[src/rtl/bridge_csr_pkg.sv]
package bridge_csr_pkg;

  // Which register an access decodes to.
  typedef enum logic [2:0] {
    SEL_NONE    = 3'd0,
    SEL_CLASS   = 3'd1,
    SEL_BUSNUM  = 3'd2,
    SEL_ARB     = 3'd3,
    SEL_STATCTL = 3'd4,
    SEL_WINDOW  = 3'd5,
    SEL_ERRCFG  = 3'd6,
    SEL_ERRSTAT = 3'd7
  } csr_sel_e;

  typedef struct packed {
    csr_sel_e sel;
    logic     writable;
  } csr_hit_t;

  // Slot offsets (bytes, low three bits zero).
  localparam int unsigned OFS_CLASS   = 32'h0008;
  localparam int unsigned OFS_BUSNUM  = 32'h0058;
  localparam int unsigned OFS_ARB     = 32'h0080;
  localparam int unsigned OFS_STATCTL = 32'h0108;
  localparam int unsigned OFS_WINBASE = 32'h0200;
  localparam int unsigned OFS_ERRCFG  = 32'h0680;
  localparam int unsigned OFS_ERRSTAT = 32'h0688;

  // Access size codes (log2 of byte count).
  localparam logic [1:0] SZ_WORD  = 2'd2;
  localparam logic [1:0] SZ_DWORD = 2'd3;

  localparam logic [63:0] CLASS_VALUE = 64'h0000_0000_0600_0005;

endpackage

[src/rtl/bridge_csr_decode.sv]
module bridge_csr_decode
  import bridge_csr_pkg::*;
#(
  parameter int ADDR_W  = 13,
  parameter int NUM_WIN = 10,
  localparam int IDX_W  = (NUM_WIN > 1) ? $clog2(NUM_WIN) : 1
) (
  input  logic [ADDR_W-1:0] addr,
  output csr_hit_t          hit,
  output logic [IDX_W-1:0]  win_idx
);

  localparam logic [ADDR_W-1:0] WIN_LO  = ADDR_W'(OFS_WINBASE);
  localparam logic [ADDR_W-1:0] WIN_END = ADDR_W'(OFS_WINBASE + 8 * NUM_WIN);

  logic [ADDR_W-1:0] slot;
  logic [ADDR_W-1:0] win_delta;
  logic              in_win;

  always_comb begin
    slot      = {addr[ADDR_W-1:3], 3'b000};
    win_delta = slot - WIN_LO;
    in_win    = (slot >= WIN_LO) && (slot < WIN_END);
    win_idx   = win_delta[IDX_W+2:3];
  end

  always_comb begin
    hit.sel      = SEL_NONE;
    hit.writable = 1'b0;
    if (in_win) begin
      hit.sel      = SEL_WINDOW;
      hit.writable = 1'b1;
    end else begin
      case (slot)
        ADDR_W'(OFS_CLASS):   hit.sel = SEL_CLASS;
        ADDR_W'(OFS_BUSNUM):  hit.sel = SEL_BUSNUM;
        ADDR_W'(OFS_ARB): begin
          hit.sel      = SEL_ARB;
          hit.writable = 1'b1;
        end
        ADDR_W'(OFS_STATCTL): begin
          hit.sel      = SEL_STATCTL;
          hit.writable = 1'b1;
        end
        ADDR_W'(OFS_ERRCFG): begin
          hit.sel      = SEL_ERRCFG;
          hit.writable = 1'b1;
        end
        ADDR_W'(OFS_ERRSTAT): hit.sel = SEL_ERRSTAT;
        default:              hit.sel = SEL_NONE;
      endcase
    end
  end

endmodule

[src/rtl/bridge_csr_merge.sv]
// Builds the post-write value of a 64-bit slot from its old value.
module bridge_csr_merge
  import bridge_csr_pkg::*;
(
  input  logic [63:0] old_val,
  input  logic [63:0] wdata,
  input  logic [1:0]  size,
  input  logic        upper,
  output logic [63:0] new_val
);

  always_comb begin
    if (size == SZ_DWORD) begin
      new_val = wdata;
    end else if (upper) begin
      new_val = {wdata[31:0], old_val[31:0]};
    end else begin
      new_val = {old_val[63:32], wdata[31:0]};
    end
  end

endmodule

[src/rtl/bridge_csr_rdsel.sv]
// Narrows a 64-bit slot value to the width of the read.
module bridge_csr_rdsel
  import bridge_csr_pkg::*;
(
  input  logic [63:0] full_val,
  input  logic [1:0]  size,
  input  logic        upper,
  output logic [63:0] out_val
);

  always_comb begin
    if (size == SZ_DWORD) begin
      out_val = full_val;
    end else if (upper) begin
      out_val = {32'h0, full_val[63:32]};
    end else begin
      out_val = {32'h0, full_val[31:0]};
    end
  end

endmodule

[src/rtl/bridge_csr_bank.sv]
module bridge_csr_bank
  import bridge_csr_pkg::*;
#(
  parameter int ADDR_W = 13,
  parameter int NUM_WIN = 10,
  parameter int BUS_W = 8,
  parameter int HF_BIT = 3,
  localparam int IDX_W = (NUM_WIN > 1) ? $clog2(NUM_WIN) : 1
) (
  input  logic              clk,
  input  logic              rst_n,
  input  logic [BUS_W-1:0]  bus_num,
  input  logic              req_valid,
  input  logic              req_write,
  input  logic [ADDR_W-1:0] req_addr,
  input  logic [1:0]        req_size,
  input  logic [63:0]       req_wdata,
  output logic              rsp_valid,
  output logic              rsp_err,
  output logic [63:0]       rsp_rdata
);

  // Reset: asserted asynchronously, released through two flops.
  logic rst_meta_q;
  logic rst_n_sync;

  always_ff @(posedge clk or negedge rst_n) begin
    if (!rst_n) begin
      rst_meta_q <= 1'b0;
      rst_n_sync <= 1'b0;
    end else begin
      rst_meta_q <= 1'b1;
      rst_n_sync <= rst_meta_q;
    end
  end

  // Decode
  csr_hit_t         hit;
  logic [IDX_W-1:0] win_idx;

  bridge_csr_decode #(
    .ADDR_W  (ADDR_W),
    .NUM_WIN (NUM_WIN)
  ) decode_i (
    .addr    (req_addr),
    .hit     (hit),
    .win_idx (win_idx)
  );

  // Register state
  logic [63:0] arb_q, stat_q, ecfg_q;
  logic [63:0] win_q [NUM_WIN];

  logic        size_ok;
  logic        mapped;
  logic        hf_en;
  logic        acc_err;
  logic        wr_ok;
  logic        upper;

  always_comb begin
    size_ok = (req_size == SZ_WORD) || (req_size == SZ_DWORD);
    mapped  = (hit.sel != SEL_NONE);
    hf_en   = stat_q[HF_BIT];
    upper   = req_addr[2];
    acc_err = !size_ok || (!mapped && hf_en);
    wr_ok   = req_valid && req_write && size_ok && hit.writable;
  end

  // Selected current value, shared by read path and write merge
  logic [63:0] cur_val;

  always_comb begin
    case (hit.sel)
      SEL_CLASS:   cur_val = CLASS_VALUE;
      SEL_BUSNUM:  cur_val = {{(64 - 2 * BUS_W){1'b0}}, bus_num, bus_num};
      SEL_ARB:     cur_val = arb_q;
      SEL_STATCTL: cur_val = stat_q;
      SEL_WINDOW:  cur_val = win_q[win_idx];
      SEL_ERRCFG:  cur_val = ecfg_q;
      SEL_ERRSTAT: cur_val = 64'h0;
      default:     cur_val = {64{1'b1}};
    endcase
  end

  logic [63:0] merged_val;

  bridge_csr_merge merge_i (
    .old_val (cur_val),
    .wdata   (req_wdata),
    .size    (req_size),
    .upper   (upper),
    .new_val (merged_val)
  );

  logic [63:0] narrow_val;

  bridge_csr_rdsel rdsel_i (
    .full_val (cur_val),
    .size     (req_size),
    .upper    (upper),
    .out_val  (narrow_val)
  );

  // Per-register write enables
  logic arb_en, stat_en, ecfg_en;
  logic [NUM_WIN-1:0] win_en;

  always_comb begin
    arb_en  = wr_ok && (hit.sel == SEL_ARB);
    stat_en = wr_ok && (hit.sel == SEL_STATCTL);
    ecfg_en = wr_ok && (hit.sel == SEL_ERRCFG);
  end

  always_ff @(posedge clk or negedge rst_n_sync) begin
    if (!rst_n_sync) begin
      arb_q <= 64'h0;
    end else if (arb_en) begin
      arb_q <= merged_val;
    end
  end

  always_ff @(posedge clk or negedge rst_n_sync) begin
    if (!rst_n_sync) begin
      stat_q <= 64'h0;
    end else if (stat_en) begin
      stat_q <= merged_val;
    end
  end

  always_ff @(posedge clk or negedge rst_n_sync) begin
    if (!rst_n_sync) begin
      ecfg_q <= 64'h0;
    end else if (ecfg_en) begin
      ecfg_q <= merged_val;
    end
  end

  for (genvar gi = 0; gi < NUM_WIN; gi++) begin : g_win
    always_comb begin
      win_en[gi] = wr_ok && (hit.sel == SEL_WINDOW) && (win_idx == IDX_W'(gi));
    end

    always_ff @(posedge clk or negedge rst_n_sync) begin
      if (!rst_n_sync) begin
        win_q[gi] <= 64'h0;
      end else if (win_en[gi]) begin
        win_q[gi] <= merged_val;
      end
    end
  end

  // Response
  logic        rsp_valid_d;
  logic        rsp_err_d;
  logic [63:0] rsp_rdata_d;

  always_comb begin
    rsp_valid_d = req_valid;
    rsp_err_d   = req_valid && acc_err;
    if (!req_valid || acc_err || req_write) begin
      rsp_rdata_d = 64'h0;
    end else begin
      rsp_rdata_d = narrow_val;
    end
  end

  always_ff @(posedge clk or negedge rst_n_sync) begin
    if (!rst_n_sync) begin
      rsp_valid <= 1'b0;
      rsp_err   <= 1'b0;
      rsp_rdata <= 64'h0;
    end else begin
      rsp_valid <= rsp_valid_d;
      rsp_err   <= rsp_err_d;
      rsp_rdata <= rsp_rdata_d;
    end
  end

endmodule

[config.mk]
export PLATFORM = sky130hd
export DESIGN_NAME = bridge_csr_bank
export DESIGN_NICKNAME = d
export VERILOG_FILES = /design/src/rtl/bridge_csr_pkg.sv /design/src/rtl/bridge_csr_decode.sv /design/src/rtl/bridge_csr_merge.sv /design/src/rtl/bridge_csr_rdsel.sv /design/src/rtl/bridge_csr_bank.sv
export SDC_FILE = /design/constraint.sdc
export NUM_CORES = 2
export LEC_CHECK = 0
export ABC_AREA = 1
export BUFFER_PORTS_ARGS = -buffer_cell sky130_fd_sc_hd__buf_2
export CAP_MARGIN = 10
export CORE_ASPECT_RATIO = 1.75
export CORE_MARGIN = 2
export CORE_UTILIZATION = 40
export CTS_BUF_LIST = sky130_fd_sc_hd__clkbuf_4 sky130_fd_sc_hd__clkbuf_8 sky130_fd_sc_hd__clkbuf_16
export DETAILED_ROUTE_END_ITERATION = 8
export SYNTH_ARGS = -nofsm -noshare
export SYNTH_HDL_FRONTEND = slang
export SYNTH_SLANG_ARGS = --single-unit
[constraint.sdc]
create_clock -name clk -period 36.3 [get_ports clk]
set_input_delay 7.26 -clock clk [delete_from_list [all_inputs] [get_ports clk]]
set_output_delay 7.26 -clock clk [all_outputs]
set_load 0.02 [all_outputs]
==> impl_metrics.env <==
export IMPL_rsz0062_at_grt="no"
export IMPL_cpMaxStageDelayCell="nor2_4"
export IMPL_clkLatencyLatePin_ps=700
export IMPL_finalHoldViolations=0
export IMPL_yosysMostFrequentCell="nand2_1"
export IMPL_fp_dieW_um=256
export IMPL_max_slew_margin_pct=16.0
export IMPL_cts_buffers=87
export IMPL_ff2ff_setup_slack_ps=32010
export IMPL_antenna_left=0
export IMPL_synth_cell_area_mm2=0.0443
export IMPL_worstHoldStart="rst_meta_q$_DFF_PN0_"
export IMPL_nFillCells=11300
export IMPL_synth_area_per_cell_um2=7.27
export IMPL_grt_pass1_vias=40109
export IMPL_worstSetupPathType="in2reg"
export IMPL_cts_setup_buffers=0
export IMPL_io_pins=157
export IMPL_cts_tree="built"
export IMPL_cp_slowest_stage_delay_ps=760
export IMPL_cts_sinks=900
export IMPL_synth_cell_types=41
export IMPL_rows=161
export IMPL_leakagePower_uw=0.0276
export IMPL_crit_chain="buf_2, buf_4, nor2_4, nand2_2, inv_2, nand3_2, nand2_1, nor2_2, nand2_4, buf_4, nand2_1, nor2_1, nand2_1, nand3_1, nand2_1"
export IMPL_slew_violations=0
export IMPL_crit_path_start_kind="primary input"
export IMPL_cts_resized=0
export IMPL_die_area_mm2=0.114
export IMPL_final_setup_tns_ps=0
export IMPL_crit_arrival_ps=12510
export IMPL_fin_crit_ps=11930
export IMPL_first_iter_violations=4913
export IMPL_overflow=0
export IMPL_synth_common_cells="nand2_1 (2919), dfrtp_1 (900), nand3_1 (640)"
export IMPL_register_area_mm2=0.0225
export IMPL_crit_family="simple AND/OR/NAND/NOR gates"
export IMPL_crit_fanout=21
export IMPL_layout_nets=6098
export IMPL_ys_flop_type="dfrtp_1"
export IMPL_vias_per_cell=5.52
export IMPL_hold_path_class="reg2reg"
export IMPL_synth_edf_count=0
export IMPL_antenna_found_initial=4
export IMPL_globalRouteTotalUtil_pct=31.1
export IMPL_netlist_instances=6095
export IMPL_cts_hold_buf=0
export IMPL_core_mm2=0.110
export IMPL_start_util_pct=40.3
export IMPL_rr_worst_depth=4
export IMPL_area_delta_synth_final_pct=10.6
export IMPL_gp_congestion=0.835
export IMPL_cts_path_max_buffers=3
export IMPL_cts_root_buf="clkbuf_16"
export IMPL_path_buf_inv=4
export IMPL_r2r_end="win_q[166]$_DFFE_PN0P_"
export IMPL_dieHeight_um=444
export IMPL_ys_seq_area_share_pct=50.8
export IMPL_worstMarginPinSlew_ps=1260
export IMPL_status="completed"
export IMPL_drtPass1Iterations=6
export IMPL_report_final_setup_viol=0
export IMPL_fmax_ghz=0.0838
export IMPL_wl_per_cell_um=23.6
export IMPL_irDropWorstVdd_mv=0.0370
export IMPL_final_core_util_pct=44.5
export IMPL_routed_wl_um=178000
export IMPL_syn_nets=6186
export IMPL_clk_transition_reported_paths_ps=60
export IMPL_rr_startpoint="rst_n_sync$_DFF_PN0_"
export IMPL_drive_gt1_share_pct=9.37
export IMPL_maxCapViolCount=0
export IMPL_netlist_area_leader_share_pct=50.8
export IMPL_vias=41686
export IMPL_hold_depth=0
export IMPL_async_flop_share_pct=100
export IMPL_cp_end_kind="register"
export IMPL_synth_largest_area_cell="dfrtp_1"
export IMPL_io_buffers=154
export IMPL_cellPowerDensity_mw_per_mm2=44.0
export IMPL_clock_skew_ps=28.4
export IMPL_dp_hpwl_um=98100
export IMPL_worstHoldEndpoint="rst_n_sync$_DFF_PN0_"
export IMPL_h_tree_depth=3
export IMPL_synth_seq_cells=900
export IMPL_multi_input_area_mm2=0.0187
export IMPL_drc=0
export IMPL_synth_warnings=0
export IMPL_cp_required_ps=36880
export IMPL_ys_top_cells_by_area="dfrtp_1 (51%), nand2_1 (25%), nand3_1 (7.2%)"
export IMPL_grt_max_degree=163
export IMPL_period_share_pct=32.9
export IMPL_critPathMostFrequentCell="nand2_1"
export IMPL_grt_pass1_wl_um=264000
flip-flops by register name (all words and copies together) (netlist names), 64 cells and up:
| signal | cells |
|---|---|
| ecfg_q | 64 |
| win_q | 640 |
| rsp_rdata | 64 |
| stat_q | 64 |
| arb_q | 64 |
report_power, final:
part	total, uW	internal, uW	switching [uW]
logic	154	30.5	123
registers	1010	1000	2.13
clock network	996	579	416
total	2160	1610	542
metal layers:
metal / routed length [um] / global-route usage (%)
met4: 11300 / 18.0
met3: 15800 / 5.86
met2: 83300 / 50.8
met1: 67500 / 38.7
met5: 0 / 0
cell type report:
class | instances | share of cell area [%]
Antenna cell | 8 | 0.0409
Clock buffer | 134 | 5.62
Inverter | 355 | 2.74
Multi-Input combinational cell | 4419 | 38.2
Tap cell | 1467 | 3.75
Timing Repair Buffer | 244 | 2.98
Clock inverter | 22 | 0.669
Sequential cell | 900 | 46.0
logic make-up after synthesis:
| group | synth area share, % |
|---|---|
| other | 0.00846 |
| buffers and inverters | 7.35 |
| AND/OR/NAND/NOR | 38.6 |
| flip-flops | 50.8 |
| AO/OA/AOI/OAI | 3.25 |
cell usage in the layout (no fill, tap or decap), types with 5 or more instances in the layout:
master,count
a22o_1,14
a21oi_1,38
nand2_1,2911
nor2_1,387
inv_1,335
nand3_1,635
a31oi_1,6
o22ai_1,17
o21bai_1,10
buf_2,153
nand4_1,58
clkbuf_8,22
clkbuf_16,92
clkbuf_4,20
buf_4,90
or2_2,102
nor3_1,14
dfrtp_1,899
o211ai_1,5
nand2_4,10
bufinv_16,8
diode_2,8
o21ai_0,150
nor3_4,8
nor2_4,15
inv_2,11
clkinv_2,16
a21boi_0,6
worst reg2reg max path: stages, from the launching register on:
cell,delay (ps)
dfrtp_4,940
buf_4,850
buf_4,830
buf_4,780
buf_12,660
stage by stage:
stage / setup slack [ps] / hold slack, ps / power [uW] / cell area, um2 / std cells
3_3_place_gp: 23910 / 344 / 1180 / 45900 / 7385
6_report: 24370 / 356 / 2160 / 49000 / 7549
4_1_cts: 24620 / 358 / 2160 / 49000 / 7541
2_1_floorplan: 9360 / 331 / 1120 / 44300 / 6095
3_5_place_dp: 23900 / 339 / 1180 / 45900 / 7385
5_1_grt: 24380 / 366 / 2220 / 49000 / 7542
worst max-delay path by stage:
stage | cells after the start | from | slack, ps | to
2_1_floorplan | 0 | rst_n_sync$_DFF_PN0_ | 9360 | arb_q[0]$_DFFE_PN0P_
3_3_place_gp | 15 | req_addr[4] | 23910 | win_q[525]$_DFFE_PN0P_
3_5_place_dp | 15 | req_addr[4] | 23900 | stat_q[15]$_DFFE_PN0P_
4_1_cts | 15 | req_addr[4] | 24620 | win_q[527]$_DFFE_PN0P_
5_1_grt | 15 | req_addr[4] | 24380 | arb_q[13]$_DFFE_PN0P_
6_report | 15 | req_addr[4] | 24370 | win_q[527]$_DFFE_PN0P_
Note: power is estimated with default switching activity, not from simulation.
